### config.mk
export PLATFORM = sky130hd
export DESIGN_NAME = indirect_access_win
export DESIGN_NICKNAME = d
export VERILOG_FILES = /design/src/rtl/iaw_pkg.sv /design/src/rtl/iaw_decode.sv /design/src/rtl/iaw_mem_ptr.sv /design/src/rtl/iaw_prph_regs.sv /design/src/rtl/indirect_access_win.sv
export SDC_FILE = /design/constraint.sdc
export NUM_CORES = 1
export LEC_CHECK = 0
export BUFFER_PORTS_ARGS = -buffer_cell sky130_fd_sc_hd__buf_2
export CORE_MARGIN = 2
export CORE_UTILIZATION = 45
export CTS_BUF_LIST = sky130_fd_sc_hd__clkbuf_2
export DETAILED_ROUTE_END_ITERATION = 6
export GPL_ROUTABILITY_DRIVEN = 0
export PLACE_DENSITY = 0.8
export SYNTH_ARGS = -nofsm -noshare
export SYNTH_HDL_FRONTEND = slang
export SYNTH_SLANG_ARGS = --single-unit
### constraint.sdc
create_clock -name clk_i -period 3.3 [get_ports clk_i]
set_input_delay 0.33 -clock clk_i [delete_from_list [all_inputs] [get_ports clk_i]]
set_output_delay 0.33 -clock clk_i [all_outputs]
set_load 0.1 [all_outputs]
### src/rtl/iaw_pkg.sv
package iaw_pkg;
  localparam int unsigned DW  = 32;
  localparam int unsigned BEW = DW / 8;

  localparam logic [7:0] OFS_MEM_RA = 8'h0C;
  localparam logic [7:0] OFS_MEM_WA = 8'h10;
  localparam logic [7:0] OFS_MEM_WD = 8'h18;
  localparam logic [7:0] OFS_MEM_RD = 8'h1C;
  localparam logic [7:0] OFS_PR_WA  = 8'h44;
  localparam logic [7:0] OFS_PR_RA  = 8'h48;
  localparam logic [7:0] OFS_PR_WD  = 8'h4C;
  localparam logic [7:0] OFS_PR_RD  = 8'h50;

  typedef enum logic [3:0] {
    SEL_NONE, SEL_MEM_RA, SEL_MEM_WA, SEL_MEM_WD, SEL_MEM_RD,
    SEL_PR_WA, SEL_PR_RA, SEL_PR_WD, SEL_PR_RD
  } win_sel_e;

  function automatic logic [BEW-1:0] size_to_be(input logic [1:0] sz);
    case (sz)
      2'd0:    return 4'b0001;
      2'd1:    return 4'b0011;
      2'd2:    return 4'b0111;
      default: return 4'b1111;
    endcase
  endfunction
endpackage

### src/rtl/iaw_decode.sv
module iaw_decode
  import iaw_pkg::*;
#(
  parameter int unsigned          HOST_AW  = 12,
  parameter logic [HOST_AW-1:0]   WIN_BASE = 12'h400
) (
  input  logic [HOST_AW-1:0] addr_i,
  output win_sel_e           sel_o
);
  logic [HOST_AW-1:0] ofs;
  logic               in_win;

  assign ofs    = addr_i - WIN_BASE;
  assign in_win = (addr_i >= WIN_BASE) && (ofs < HOST_AW'(256));

  always_comb begin
    sel_o = SEL_NONE;
    if (in_win) begin
      case (ofs[7:0])
        OFS_MEM_RA: sel_o = SEL_MEM_RA;
        OFS_MEM_WA: sel_o = SEL_MEM_WA;
        OFS_MEM_WD: sel_o = SEL_MEM_WD;
        OFS_MEM_RD: sel_o = SEL_MEM_RD;
        OFS_PR_WA:  sel_o = SEL_PR_WA;
        OFS_PR_RA:  sel_o = SEL_PR_RA;
        OFS_PR_WD:  sel_o = SEL_PR_WD;
        OFS_PR_RD:  sel_o = SEL_PR_RD;
        default:    sel_o = SEL_NONE;
      endcase
    end
  end
endmodule

### src/rtl/iaw_mem_ptr.sv
module iaw_mem_ptr #(
  parameter int unsigned MAW  = 32,
  parameter int unsigned STEP = 4
) (
  input  logic           clk_i,
  input  logic           rst_ni,
  input  logic           ld_raddr_i,
  input  logic           ld_waddr_i,
  input  logic [MAW-1:0] ld_val_i,
  input  logic           rd_fire_i,
  input  logic           wr_fire_i,
  output logic [MAW-1:0] raddr_o,
  output logic [MAW-1:0] waddr_o
);
  localparam logic [MAW-1:0] INC = MAW'(STEP);

  always_ff @(posedge clk_i or negedge rst_ni) begin
    if (!rst_ni) begin
      raddr_o <= '0;
      waddr_o <= '0;
    end else begin
      if (ld_raddr_i)     raddr_o <= ld_val_i;
      else if (rd_fire_i) raddr_o <= raddr_o + INC;
      if (ld_waddr_i)     waddr_o <= ld_val_i;
      else if (wr_fire_i) waddr_o <= waddr_o + INC;
    end
  end


  wr_ptr_step_chk: assert property (@(posedge clk_i) disable iff (!rst_ni)
    (wr_fire_i && !ld_waddr_i) |=> (waddr_o == $past(waddr_o) + INC));

  rd_ptr_hold_chk: assert property (@(posedge clk_i) disable iff (!rst_ni)
    (wr_fire_i && !ld_raddr_i) |=> $stable(raddr_o));
endmodule

### src/rtl/iaw_prph_regs.sv
module iaw_prph_regs
  import iaw_pkg::*;
#(
  parameter int unsigned PAW    = 16,
  parameter int unsigned SZ_LSB = 24
) (
  input  logic           clk_i,
  input  logic           rst_ni,
  input  logic           ld_wa_i,
  input  logic           ld_ra_i,
  input  logic [DW-1:0]  hwdata_i,
  input  logic           wr_fire_i,
  input  logic [DW-1:0]  rsp_rdata_i,
  output logic [DW-1:0]  wa_rb_o,
  output logic [DW-1:0]  ra_rb_o,
  output logic [PAW-1:0] req_addr_o,
  output logic [BEW-1:0] be_o,
  output logic [DW-1:0]  wdata_o,
  output logic [DW-1:0]  rdata_o
);
  logic [PAW-1:0] wofs_q, rofs_q;
  logic [1:0]     wsz_q, rsz_q;
  logic [BEW-1:0] rbe;

  always_ff @(posedge clk_i or negedge rst_ni) begin
    if (!rst_ni) begin
      wofs_q <= '0; wsz_q <= '0;
      rofs_q <= '0; rsz_q <= '0;
    end else begin
      if (ld_wa_i) begin
        wofs_q <= hwdata_i[PAW-1:0];
        wsz_q  <= hwdata_i[SZ_LSB +: 2];
      end
      if (ld_ra_i) begin
        rofs_q <= hwdata_i[PAW-1:0];
        rsz_q  <= hwdata_i[SZ_LSB +: 2];
      end
    end
  end

  always_comb begin
    wa_rb_o = '0;
    wa_rb_o[PAW-1:0]      = wofs_q;
    wa_rb_o[SZ_LSB +: 2]  = wsz_q;
    ra_rb_o = '0;
    ra_rb_o[PAW-1:0]      = rofs_q;
    ra_rb_o[SZ_LSB +: 2]  = rsz_q;
  end

  assign req_addr_o = wr_fire_i ? wofs_q : rofs_q;
  assign be_o       = size_to_be(wsz_q);
  assign rbe        = size_to_be(rsz_q);

  for (genvar b = 0; b < BEW; b++) begin : g_lane
    assign wdata_o[b*8 +: 8] = be_o[b] ? hwdata_i[b*8 +: 8]    : 8'h00;
    assign rdata_o[b*8 +: 8] = rbe[b]  ? rsp_rdata_i[b*8 +: 8] : 8'h00;
  end


  wr_ofs_hold_chk: assert property (@(posedge clk_i) disable iff (!rst_ni)
    (wr_fire_i && !ld_wa_i) |=> ($stable(wofs_q) && $stable(wsz_q)));
endmodule

### src/rtl/indirect_access_win.sv
module indirect_access_win
  import iaw_pkg::*;
#(
  parameter int unsigned        HOST_AW  = 12,
  parameter logic [HOST_AW-1:0] WIN_BASE = 12'h400,
  parameter int unsigned        MAW      = 32,
  parameter int unsigned        PAW      = 16
) (
  input  logic               clk_i,
  input  logic               rst_ni,
  input  logic [HOST_AW-1:0] addr_i,
  input  logic               we_i,
  input  logic               re_i,
  input  logic [31:0]        wdata_i,
  output logic [31:0]        rdata_o,
  output logic               ready_o,
  output logic               sram_req_o,
  output logic               sram_we_o,
  output logic [MAW-1:0]     sram_addr_o,
  output logic [31:0]        sram_wdata_o,
  input  logic               sram_rvalid_i,
  input  logic [31:0]        sram_rdata_i,
  output logic               prph_req_o,
  output logic               prph_we_o,
  output logic [PAW-1:0]     prph_addr_o,
  output logic [3:0]         prph_be_o,
  output logic [31:0]        prph_wdata_o,
  input  logic               prph_rvalid_i,
  input  logic [31:0]        prph_rdata_i
);
  win_sel_e       sel;
  logic           busy_q, wait_prph_q;
  logic           wr_ok, rd_ok;
  logic           mem_wr_fire, mem_rd_fire, pr_wr_fire, pr_rd_fire;
  logic [MAW-1:0] mem_raddr, mem_waddr;
  logic [DW-1:0]  pr_wa_rb, pr_ra_rb, pr_rdata;
  logic           rsp_done;

  iaw_decode #(.HOST_AW(HOST_AW), .WIN_BASE(WIN_BASE)) u_dec (
    .addr_i (addr_i),
    .sel_o  (sel)
  );

  assign wr_ok       = we_i && !busy_q;
  assign rd_ok       = re_i && !we_i && !busy_q;
  assign mem_wr_fire = wr_ok && (sel == SEL_MEM_WD);
  assign mem_rd_fire = rd_ok && (sel == SEL_MEM_RD);
  assign pr_wr_fire  = wr_ok && (sel == SEL_PR_WD);
  assign pr_rd_fire  = rd_ok && (sel == SEL_PR_RD);

  iaw_mem_ptr #(.MAW(MAW), .STEP(4)) u_mem (
    .clk_i      (clk_i),
    .rst_ni     (rst_ni),
    .ld_raddr_i (wr_ok && (sel == SEL_MEM_RA)),
    .ld_waddr_i (wr_ok && (sel == SEL_MEM_WA)),
    .ld_val_i   (MAW'(wdata_i)),
    .rd_fire_i  (mem_rd_fire),
    .wr_fire_i  (mem_wr_fire),
    .raddr_o    (mem_raddr),
    .waddr_o    (mem_waddr)
  );

  iaw_prph_regs #(.PAW(PAW), .SZ_LSB(24)) u_prph (
    .clk_i       (clk_i),
    .rst_ni      (rst_ni),
    .ld_wa_i     (wr_ok && (sel == SEL_PR_WA)),
    .ld_ra_i     (wr_ok && (sel == SEL_PR_RA)),
    .hwdata_i    (wdata_i),
    .wr_fire_i   (pr_wr_fire),
    .rsp_rdata_i (prph_rdata_i),
    .wa_rb_o     (pr_wa_rb),
    .ra_rb_o     (pr_ra_rb),
    .req_addr_o  (prph_addr_o),
    .be_o        (prph_be_o),
    .wdata_o     (prph_wdata_o),
    .rdata_o     (pr_rdata)
  );

  assign sram_req_o   = mem_wr_fire || mem_rd_fire;
  assign sram_we_o    = mem_wr_fire;
  assign sram_addr_o  = mem_wr_fire ? mem_waddr : mem_raddr;
  assign sram_wdata_o = wdata_i;
  assign prph_req_o   = pr_wr_fire || pr_rd_fire;
  assign prph_we_o    = pr_wr_fire;

  assign rsp_done = busy_q && (wait_prph_q ? prph_rvalid_i : sram_rvalid_i);

  always_ff @(posedge clk_i or negedge rst_ni) begin
    if (!rst_ni) begin
      busy_q      <= 1'b0;
      wait_prph_q <= 1'b0;
    end else if (mem_rd_fire || pr_rd_fire) begin
      busy_q      <= 1'b1;
      wait_prph_q <= pr_rd_fire;
    end else if (rsp_done) begin
      busy_q      <= 1'b0;
    end
  end

  always_comb begin
    ready_o = 1'b0;
    rdata_o = '0;
    if (busy_q) begin
      ready_o = rsp_done;
      if (rsp_done) rdata_o = wait_prph_q ? pr_rdata : sram_rdata_i;
    end else if (we_i) begin
      ready_o = 1'b1;
    end else if (re_i) begin
      ready_o = 1'b1;
      case (sel)
        SEL_MEM_RA: rdata_o = 32'(mem_raddr);
        SEL_MEM_WA: rdata_o = 32'(mem_waddr);
        SEL_PR_WA:  rdata_o = pr_wa_rb;
        SEL_PR_RA:  rdata_o = pr_ra_rb;
        SEL_MEM_RD, SEL_PR_RD: ready_o = 1'b0;
        default:    rdata_o = '0;
      endcase
    end
  end


  rd_not_same_cycle_chk: assert property (@(posedge clk_i) disable iff (!rst_ni)
    (sram_req_o && !sram_we_o) |-> !ready_o);

  one_outstanding_chk: assert property (@(posedge clk_i) disable iff (!rst_ni)
    busy_q |-> (!sram_req_o && !prph_req_o));

  req_needs_host_chk: assert property (@(posedge clk_i) disable iff (!rst_ni)
    (sram_req_o || prph_req_o) |-> (we_i || re_i));

  wdata_lane_zero_chk: assert property (@(posedge clk_i) disable iff (!rst_ni)
    (prph_req_o && prph_we_o) |->
      ((prph_wdata_o & ~{{8{prph_be_o[3]}}, {8{prph_be_o[2]}},
                         {8{prph_be_o[1]}}, {8{prph_be_o[0]}}}) == 32'h0));
endmodule

==> flow_metrics.tcl, run 1 <==
set metrics [dict create \
    cap_viol_max_count 0 \
    power.leakage_nw 4.94 \
    wl_per_cell_microns 21.9 \
    unrepaired_setup_endpoints_after_global_routing "no" \
    boundaryPins 267 \
    floorplan_core_area_sq_um 17200 \
    grt_pass1_vias 8525 \
    final_area_sq_um 11000 \
    yosys_register_bits 102 \
    die-height_microns 136 \
    ff_to_ff_start "busy_q$_DFFE_PN0P_" \
    floorplan.rows 48 \
    first_pass_grt_wire_length_microns 45600 \
    finalNetCount 1257 \
    port_buffers 265 \
    dp.cells 1322 \
    max-vdd-ir-drop_uv 172 \
    dp_hpwl_microns 20800 \
    critical_path_peak_fanout 14 \
    effective_utilization_at_floorplan_pct 45.8 \
    number_of_buffers_inserted_during_clock_tree_synthesis 9 \
    floorplan.die.width_microns 136 \
    max-clock-path-buffers 2 \
    power.density_cell_area_nw_per_um2 236 \
    globalRoute.totalOverflow 0 \
    synth_enable_flop_cells 0 \
    grt_start_max_net_pins 103 \
    count_of_tritonroute_iterations_in_the_first_routing_pass 5 \
    detail_route.wirelength_microns 30100 \
    yosysUniqueCellTypes 59 \
    yosysWarningCount 0 \
    timing.final.crit_period_ns 3.18 \
    start_kind "flip-flop" \
    tritoncts "done" \
    cts.reportedPaths.clkPinSlew_ns 0.31 \
    regToRegEndpoint "u_mem.waddr_o[0]$_DFFE_PN0P_" \
    critPathArrivalTime_ns 2.85 \
    antenna_violations_before_repair 3 \
    hp-class "in2reg" \
    timing.critical_path.to_type "output port" \
    clock_skews_ns 0.0324 \
    syn-instance-count 921 \
    first_iter_violations 798 \
    final-hold-violation-count 0 \
    cts_max_level 3 \
    seq_area_frac_synth_pct 32.3 \
    ant_nets 0 \
    final_count_of_negative_setup_slack_endpoints 0 \
    synth_cell_area_sq_um 7900 \
    gr-usage-all-layers_pct 31.7 \
    slew_headroom_pct 45.8 \
    tightestPinTransition_ns 0.801 \
    synth_ff_type "dfrtp_1" \
    worstSkewPairLatency_ns 0.66 \
    postSynth.asyncResetShare_pct 100 \
    fin_total_pwr_mw 2.61 \
    outcome "finished clean" \
    via_per_inst 6.38 \
    final_min_period_over_clock_period_pct 96.5 \
    critPathRequiredTime_ns 2.97 \
    cts_root_buffer "clkbuf_2" \
    timing.reg2reg.setup_slack_ns 0.77 \
    vias 8744 \
    rr_worst_depth 5 \
    hold_path_startpoint "wdata_i[10]" \
    final_core_util_pct 64.0 \
    post_route_cells_drive_above_1_share_pct 38.1 \
    fmax_mhz 314 \
    crit_path_kind "reg2out" \
    clkSinkCount 102 \
    area_growth_pct 39.7 \
    worst_hold_slack_ns 0.0374 \
    synth_area_per_cell_sq_um 8.57 \
    post_synth_main_area_contributors "dfrtp_1 (32%), mux2_2 (13%), a22oi_1 (4.5%)" \
    drc_errors 0 \
    min_delay_worst_endpoint "u_mem.raddr_o[10]$_DFFE_PN0P_" \
    place_area_sq_um 10500 \
    synthDominantCellAreaShare_pct 32.3 \
    syn-num-nets 1037 \
    synth_area_leader_cell "dfrtp_1" \
    finalMaxSlewViolations 0 \
    holdPathStages 3 \
    final_cells 1371 \
    fp.dieArea_sq_um 18600 \
]
## state kept, by name, indices dropped and copies added (netlist names)
| name | flops |
|---|---|
| busy_q | 1 |
| u_prph.rofs_q | 16 |
| u_mem.raddr_o | 32 |
| u_mem.waddr_o | 32 |
| u_prph.wofs_q | 16 |
| u_prph.wsz_q | 2 |
| wait_prph_q | 1 |
| u_prph.rsz_q | 2 |
## cell type report
cell class              instances  area [sq um]
multi-input cells             678          4770
clock buffers                   9          45.0
diodes                          1          2.50
well taps                     225           282
inverters                      19          75.1
fillers                      1414          6200
flip-flops and latches        102          2550
repair buffers                331          3190
clock inverters                 6           111
## power breakdown
group          total, mW  internal (mW)  switching [mW]
Sequential          1.28           1.26          0.0154
Clock              0.790          0.321           0.469
Combinational      0.538          0.152           0.386
Total               2.61           1.74           0.870
## how the worst max path moves through the flow
stage                     cells after the start  slack (ns)          startpoint              end
after CTS                                     5        0.02  busy_q$_DFFE_PN0P_  sram_addr_o[10]
after detailed placement                      8        0.29          addr_i[11]   prph_addr_o[9]
final                                         8        0.12  busy_q$_DFFE_PN0P_      rdata_o[29]
after global routing                          8        0.02  busy_q$_DFFE_PN0P_      rdata_o[29]
after floorplan                               7       -0.41          addr_i[11]      rdata_o[25]
after global placement                        8        0.32          addr_i[11]  prph_addr_o[14]
## per-layer routing
layer | global-route usage (%) | vias up | share of wire [%]
li1 | - | 3874 | -
met1 | 39.5 | 4276 | 40
met2 | 52.9 | 503 | 48
met3 | 6.64 | 87 | 8.6
met4 | 13.9 | 4 | 3.6
met5 | 0 | - | 0.10
## metrics by stage
stage          setup TNS, ns  setup WS [ns]
3_5_place_dp               0          0.287
2_1_floorplan          -4.08         -0.408
3_3_place_gp               0          0.316
6_report                   0          0.115
5_1_grt                    0         0.0238
4_1_cts                    0         0.0249
## cells in the mapped netlist, types with 2 or more instances
library cell and instances:
a41oi_1 3, o22a_1 7, a22oi_1 47, o211ai_1 12, nor2_1 31, nor4bb_1 2, o311ai_0 10, nor4_1 3
dfrtp_1 102, a21oi_1 53, a221o_1 17, and2_1 23, o221ai_1 18, or3_1 3, nor2b_1 20, mux2_2 93
buf_1 5, buf_4 41, a31oi_1 7, nand2b_1 14, nand3b_1 5, buf_2 8, and4_1 9, o22ai_1 13
nor3b_1 2, a2bb2oi_1 14, mux2i_1 5, o21ai_0 41, or4_1 6, a32oi_1 2, ha_1 2, nor3_1 7
nand3_1 63, clkbuf_1 67, buf_6 2, and3_1 20, nand4_1 25, nand2_1 80, inv_1 19
## logic make-up (layout without fill, tap and decap cells)
logic type	Yosys count	after routing	share of synthesized area [%]
AO/OA/AOI/OAI	253	253	22.3
XOR/XNOR	1	1	0.111
adder cells (fa/ha/maj)	2	2	0.317
buffers and inverters	142	365	9.01
flip-flops	102	102	32.3
multiplexers	98	98	13.9
other	1	2	0.0475
AND/OR/NAND/NOR	322	323	22.0
## cells in the final DEF, fill, tap and decap left out, types with 3 or more instances in the layout
master and count:
mux2_2 93, a2bb2oi_1 14, a31oi_1 7, bufinv_16 3, nand4_1 25, clkbuf_2 9, buf_4 34, buf_2 179
mux2i_1 5, inv_1 18, nor2b_1 19, and2_1 23, o21ai_2 3, nand3_1 62, or3_1 3, a41oi_1 3
nor3_1 6, a221o_1 17, o22a_1 7, a21oi_1 53, o21ai_0 37, a22oi_1 47, and3_1 19, buf_12 86
dfrtp_1 101, or4_1 6, dlygate4sd3_1 31, nand2_1 80, o311ai_0 10, nand3b_1 5, o22ai_1 13, and4_1 9
o221ai_2 8, nand2b_1 14, o221ai_1 10, nor2_1 29, o211ai_1 12
## critical path, stage by stage, from the launching register on
cell and delay (ns):
dfrtp_2 0.52, nor3b_2 0.25, and3_4 0.24, nand4b_1 0.14, buf_4 0.23, nor2_1 0.10, buf_4 0.23, a221o_1 0.27
buf_12 0.20
## what timing repair did
item / CTS / global route
buffers inserted: 0 / 1
cloned: 0 / 1
endpoints found under the setup margin: 1 / 50
pin swaps: 0 / 1
gates resized for setup: 1 / 6
hold buffers: 31 / 0
hold endpoints to repair: 161 / 0
No activity file was read; power rests on OpenSTA's default activity.
==> run 2, diff against run 1 <==
--- a/config.mk
+++ b/config.mk
@@ -8,7 +8,7 @@
 export BUFFER_PORTS_ARGS = -buffer_cell sky130_fd_sc_hd__buf_2
 export CORE_MARGIN = 2
 export CORE_UTILIZATION = 45
-export CTS_BUF_LIST = sky130_fd_sc_hd__clkbuf_2
+export CTS_BUF_LIST = sky130_fd_sc_hd__clkbuf_8
 export DETAILED_ROUTE_END_ITERATION = 6
 export GPL_ROUTABILITY_DRIVEN = 0
 export PLACE_DENSITY = 0.8
==> flow_metrics.tcl, run 2 (same netlist as run 1, synthesis figures left out) <==
set metrics [dict create \
    crit_path_kind "reg2out" \
    dp_hpwl_microns 20800 \
    cts_root_buffer "clkbuf_8" \
    grt_pass1_vias 8173 \
    max-vdd-ir-drop_uv 171 \
    vias 8607 \
    grt_start_max_net_pins 103 \
    power.net_switching_uw 881 \
    tritoncts "done" \
    worstSkewPairLatency_ns 0.40 \
    pwr-share-seq_pct 46.0 \
    tightestPinTransition_ns 0.772 \
    post_route_cells_drive_above_1_share_pct 38.6 \
    floorplan.die.width_microns 136 \
    layout_commonest_cell "buf_2" \
    final_count_of_negative_setup_slack_endpoints 0 \
    ctsHoldBuffers 0 \
    fmax_mhz 326 \
    place_area_sq_um 10500 \
    die-height_microns 136 \
    critPathRequiredTime_ns 2.97 \
    via_per_inst 6.43 \
    outcome "finished, violations left" \
    cts_max_level 3 \
    fp.dieArea_sq_um 18600 \
    slew_headroom_pct 48.6 \
    boundaryPins 267 \
    unrepaired_setup_endpoints_after_global_routing "no" \
    antenna_violations_before_repair 1 \
    drc_errors 0 \
    effective_utilization_at_floorplan_pct 45.8 \
    cts.reportedPaths.clkPinSlew_ns 0.11 \
    final_min_period_over_clock_period_pct 92.8 \
    final_area_sq_um 10800 \
    wl_per_cell_microns 21.8 \
    n_fill_cell 1470 \
    area_growth_pct 36.2 \
    fin_total_pwr_mw 2.77 \
    globalRoute.totalOverflow 0 \
    max-clock-path-buffers 2 \
    largest_registers "u_mem.raddr_o (32), u_mem.waddr_o (32)" \
    timing.critical_path.to_type "output port" \
    hp-class "in2async" \
    postCtsSetupRepairBufs 0 \
    final_cell_mix "buf_2 (179), dfrtp_1 (102), mux2_2 (93)" \
    floorplan.rows 48 \
    final-hold-violation-count 11 \
    p_comb_share_pct 18.3 \
    count_of_tritonroute_iterations_in_the_first_routing_pass 6 \
    finalMaxSlewViolations 0 \
    ant_nets 0 \
    first_iter_violations 825 \
    power.leakage_nw 4.82 \
    power.density_cell_area_nw_per_um2 257 \
    timing.final.crit_period_ns 3.06 \
    failing_checks "negative hold slack" \
    detail_route.wirelength_microns 29100 \
    critical_path_peak_fanout 14 \
    gr-usage-all-layers_pct 31.0 \
    p_int_mw 1.89 \
    cts_repair_resize_count 0 \
    clkSinkCount 102 \
    critPathArrivalTime_ns 2.73 \
    worst_hold_slack_ns -0.0283 \
    cap_viol_max_count 0 \
    clock_skews_ns 0.0131 \
    port_buffers 265 \
    first_pass_grt_wire_length_microns 44600 \
    switching_share_of_power_pct 31.9 \
    floorplan_core_area_sq_um 17200 \
    share_clk_of_total_power_pct 35.7 \
    number_of_buffers_inserted_during_clock_tree_synthesis 9 \
    finalNetCount 1224 \
    start_kind "flip-flop" \
]
[run 2: critical path, stage by stage (launching register included)]
cell and delay, ns:
dfrtp_1 0.47, nor3b_1 0.38, and3_1 0.29, nand4b_1 0.15
buf_4 0.23, nor2_1 0.10, buf_4 0.23, a221o_1 0.26
buf_12 0.19
[run 2: layout make-up]
type                    count  area, sq um  area share, %
flip-flops and latches    102         2550           23.7
well taps                 225          282           2.62
inverters                  19         75.1          0.698
clock inverters             6          111           1.04
repair buffers            299         2870           26.7
clock buffers               9          124           1.15
multi-input cells         677         4740           44.0
diodes                      1         2.50         0.0233
[run 2: power groups by stage]
stage,logic [mW],registers [mW],clock network (mW)
finish,0.506,1.27,0.988
global route,0.532,1.27,1.04
CTS,0.505,1.27,0.984
detailed placement,0.503,1.30,0
global placement,0.497,1.30,0
floorplan,0.355,1.29,0
[run 2: layer usage]
metal  part of all wire, %  track usage [%]  up-vias
met5                     0                0        -
met4                   3.1             13.1        0
met3                   9.0             5.59       71
met2                    48             51.5      549
met1                    40             39.7     4183
li1                      -                -     3804
[run 2: path summary, 6_finish.rpt]
path | startpoint | end | slack [ns] | cells after the start
setup / recovery | busy_q$_DFFE_PN0P_ | rdata_o[29] | 0.24 | 8
hold / removal | rst_ni | u_prph.wofs_q[4]$_DFFE_PN0P_ | -0.03 | 2
hold reg to reg | u_prph.wofs_q[0]$_DFFE_PN0P_ | u_prph.wofs_q[0]$_DFFE_PN0P_ | 0.54 | 1
max in group asynchronous | rst_ni | u_mem.raddr_o[19]$_DFFE_PN0P_ | 2.88 | 2
min in group clk_i | wdata_i[23] | u_mem.raddr_o[23]$_DFFE_PN0P_ | 0.21 | 3
setup reg to reg | busy_q$_DFFE_PN0P_ | u_mem.waddr_o[0]$_DFFE_PN0P_ | 0.83 | 5
[run 2: through the flow]
step	std cells	TNS (ns)	util, %	worst slack (ns)
after floorplan	921	-4.08	-	-0.408
after global placement	1322	0	61.0	0.316
after detailed placement	1322	0	61.0	0.287
after CTS	1337	0	62.4	0.257
after global routing	1337	0	62.4	0.0595
final	1338	0	62.4	0.236
==> run 3, diff against run 2 <==
--- a/config.mk
+++ b/config.mk
@@ -6,7 +6,7 @@
 export NUM_CORES = 1
 export LEC_CHECK = 0
 export BUFFER_PORTS_ARGS = -buffer_cell sky130_fd_sc_hd__buf_2
-export CORE_MARGIN = 2
+export CORE_MARGIN = 1.5
 export CORE_UTILIZATION = 45
 export CTS_BUF_LIST = sky130_fd_sc_hd__clkbuf_8
 export DETAILED_ROUTE_END_ITERATION = 6
==> constraint.sdc (replaced) <==
create_clock -name clk_i -period 3.46 [get_ports clk_i]
set_input_delay 0.346 -clock clk_i [delete_from_list [all_inputs] [get_ports clk_i]]
set_output_delay 0.346 -clock clk_i [all_outputs]
set_load 0.1 [all_outputs]
==> flow_metrics.tcl, run 3 (same netlist as run 1, synthesis figures left out) <==
set metrics [dict create \
    outcome "finished clean" \
    first_iter_violations 708 \
    routed.top_layer "met4" \
    first_pass_grt_wire_length_microns 42900 \
    post_route_worst_setup_slack_ns 0.313 \
    effective_utilization_at_floorplan_pct 45.8 \
    multi_input_comb_area_sq_um 4740 \
    grt_pass1_vias 7925 \
    boundaryPins 267 \
    finalNetCount 1220 \
    final-hold-violation-count 0 \
    power.density_cell_area_nw_per_um2 236 \
    ff_latch_area_sq_um 2550 \
    cp_cell_sequence "buf_2, nor4b_1, nand3_1, nor2b_1, and3_1, buf_4, mux2_2, buf_12" \
    largest_registers "u_mem.raddr_o (32), u_mem.waddr_o (32)" \
    detailedPlace.worstSlack_ns 0.379 \
    final_min_period_over_clock_period_pct 90.9 \
    antenna_violations_before_repair 0 \
    met3_length_microns 2480 \
    clock_skews_ns 0.0141 \
    count_of_tritonroute_iterations_in_the_first_routing_pass 6 \
    dp_hpwl_microns 20200 \
    fin_tns_setup_ns 0 \
    finalMaxSlewViolations 0 \
    area_growth_pct 35.1 \
    number_of_buffers_inserted_during_clock_tree_synthesis 9 \
    postCtsSetupRepairBufs 0 \
    final_cell_mix "buf_2 (180), dfrtp_1 (102), mux2_2 (93)" \
    tightestPinTransition_ns 0.902 \
    worstSkewPairLatency_ns 0.40 \
    timing.reg2reg.setup_slack_ns 0.95 \
    timing.critical_path.to_type "output port" \
    port_buffers 265 \
    fp.dieArea_sq_um 18400 \
    ctsHoldBuffers 0 \
    ant_nets 0 \
    cts.reportedPaths.clkPinSlew_ns 0.10 \
    vias 8418 \
    floorplan.die.width_microns 135 \
    drc_errors 0 \
    worst_path_largest_cell_delay_ns 0.68 \
    start_kind "primary input" \
    cts_max_level 3 \
    via_per_inst 6.31 \
    cap_viol_max_count 0 \
    regToRegEndpoint "u_mem.waddr_o[1]$_DFFE_PN0P_" \
    hp-class "in2async" \
    n_fill_cell 1457 \
    worst_path_max_delay_cell "nor4b_1" \
    post_route_cells_drive_above_1_share_pct 38.3 \
    amount_of_wire_on_met2_after_detailed_routing_microns 13500 \
    critPathRequiredTime_ns 3.11 \
    timing.final.crit_period_ns 3.15 \
    floorplan_core_area_sq_um 17200 \
    ff_to_ff_start "busy_q$_DFFE_PN0P_" \
    die-height_microns 135 \
    final_count_of_negative_setup_slack_endpoints 0 \
    fmax_mhz 318 \
    power.leakage_nw 4.78 \
    crit_path_kind "in2out" \
    layout_commonest_cell "buf_2" \
    floorplan.rows 48 \
    detail_route.wirelength_microns 28000 \
    critical_path_peak_fanout 18 \
    tritoncts "done" \
    place_area_sq_um 10500 \
    rr_worst_depth 5 \
    wl_per_cell_microns 21.0 \
    gr-usage-all-layers_pct 30.1 \
    diodes 0 \
    worst_hold_slack_ns 0.0608 \
    final_cells 1334 \
    dp.cells 1318 \
    max-clock-path-buffers 2 \
    globalRoute.totalOverflow 0 \
    cts_repair_resize_count 0 \
    clkSinkCount 102 \
    max-vdd-ir-drop_uv 160 \
    slew_headroom_pct 39.9 \
    cts_root_buffer "clkbuf_8" \
    critPathArrivalTime_ns 2.80 \
    met1Wirelength_microns 11400 \
    final_area_sq_um 10700 \
    grt_start_max_net_pins 68 \
    unrepaired_setup_endpoints_after_global_routing "no" \
]
==> run 3: cell types whose count changed in the layout (fill, tap and decap cells not counted), sizes merged <==
cell	delta
buf	-4
bufinv	-2
clkbuf	+2
diode	-1
inv	+1
==> run 3: metrics by stage <==
stage	power, mW	util, %
after global routing	2.60	61.9
after detailed placement	1.71	60.7
after floorplan	1.57	-
after global placement	1.71	60.7
final	2.52	61.9
after CTS	2.52	61.9
==> run 3: worst max path at each step <==
stage	end	startpoint	cells past startpoint	slack, ns
detailed placement	prph_addr_o[13]	addr_i[11]	8	0.38
CTS	prph_addr_o[13]	addr_i[11]	8	0.37
floorplan	rdata_o[25]	addr_i[11]	7	-0.28
global placement	prph_addr_o[14]	addr_i[11]	8	0.46
global route	prph_addr_o[13]	addr_i[11]	8	0.10
finish	prph_addr_o[13]	addr_i[11]	8	0.31
==> run 3: layout make-up <==
class	instances	area share [%]
clock buffers	11	1.42
clock inverters	5	0.551
inverters	19	0.703
multi-input cells	677	44.4
flip-flops and latches	102	23.9
well taps	225	2.64
repair buffers	295	26.4
==> run 3: where the power goes <==
part | total [mW] | switching, mW | internal (mW)
registers | 1.21 | 0.0146 | 1.20
logic | 0.479 | 0.360 | 0.120
clock network | 0.826 | 0.451 | 0.375
==> run 3: layer usage <==
layer  vias to the layer above  global-route usage, %
li1                       3824                      -
met1                      4062                   38.5
met2                       481                   51.3
met3                        51                   5.13
met4                         0                   10.9
met5                         -                      0
==> run 3: critical path, delay by kind of cell <==
kind                   cells  cell delay (ns)
multiplexers               1             0.42
AND/OR/NAND/NOR            4             1.45
buffers and inverters      3             0.55
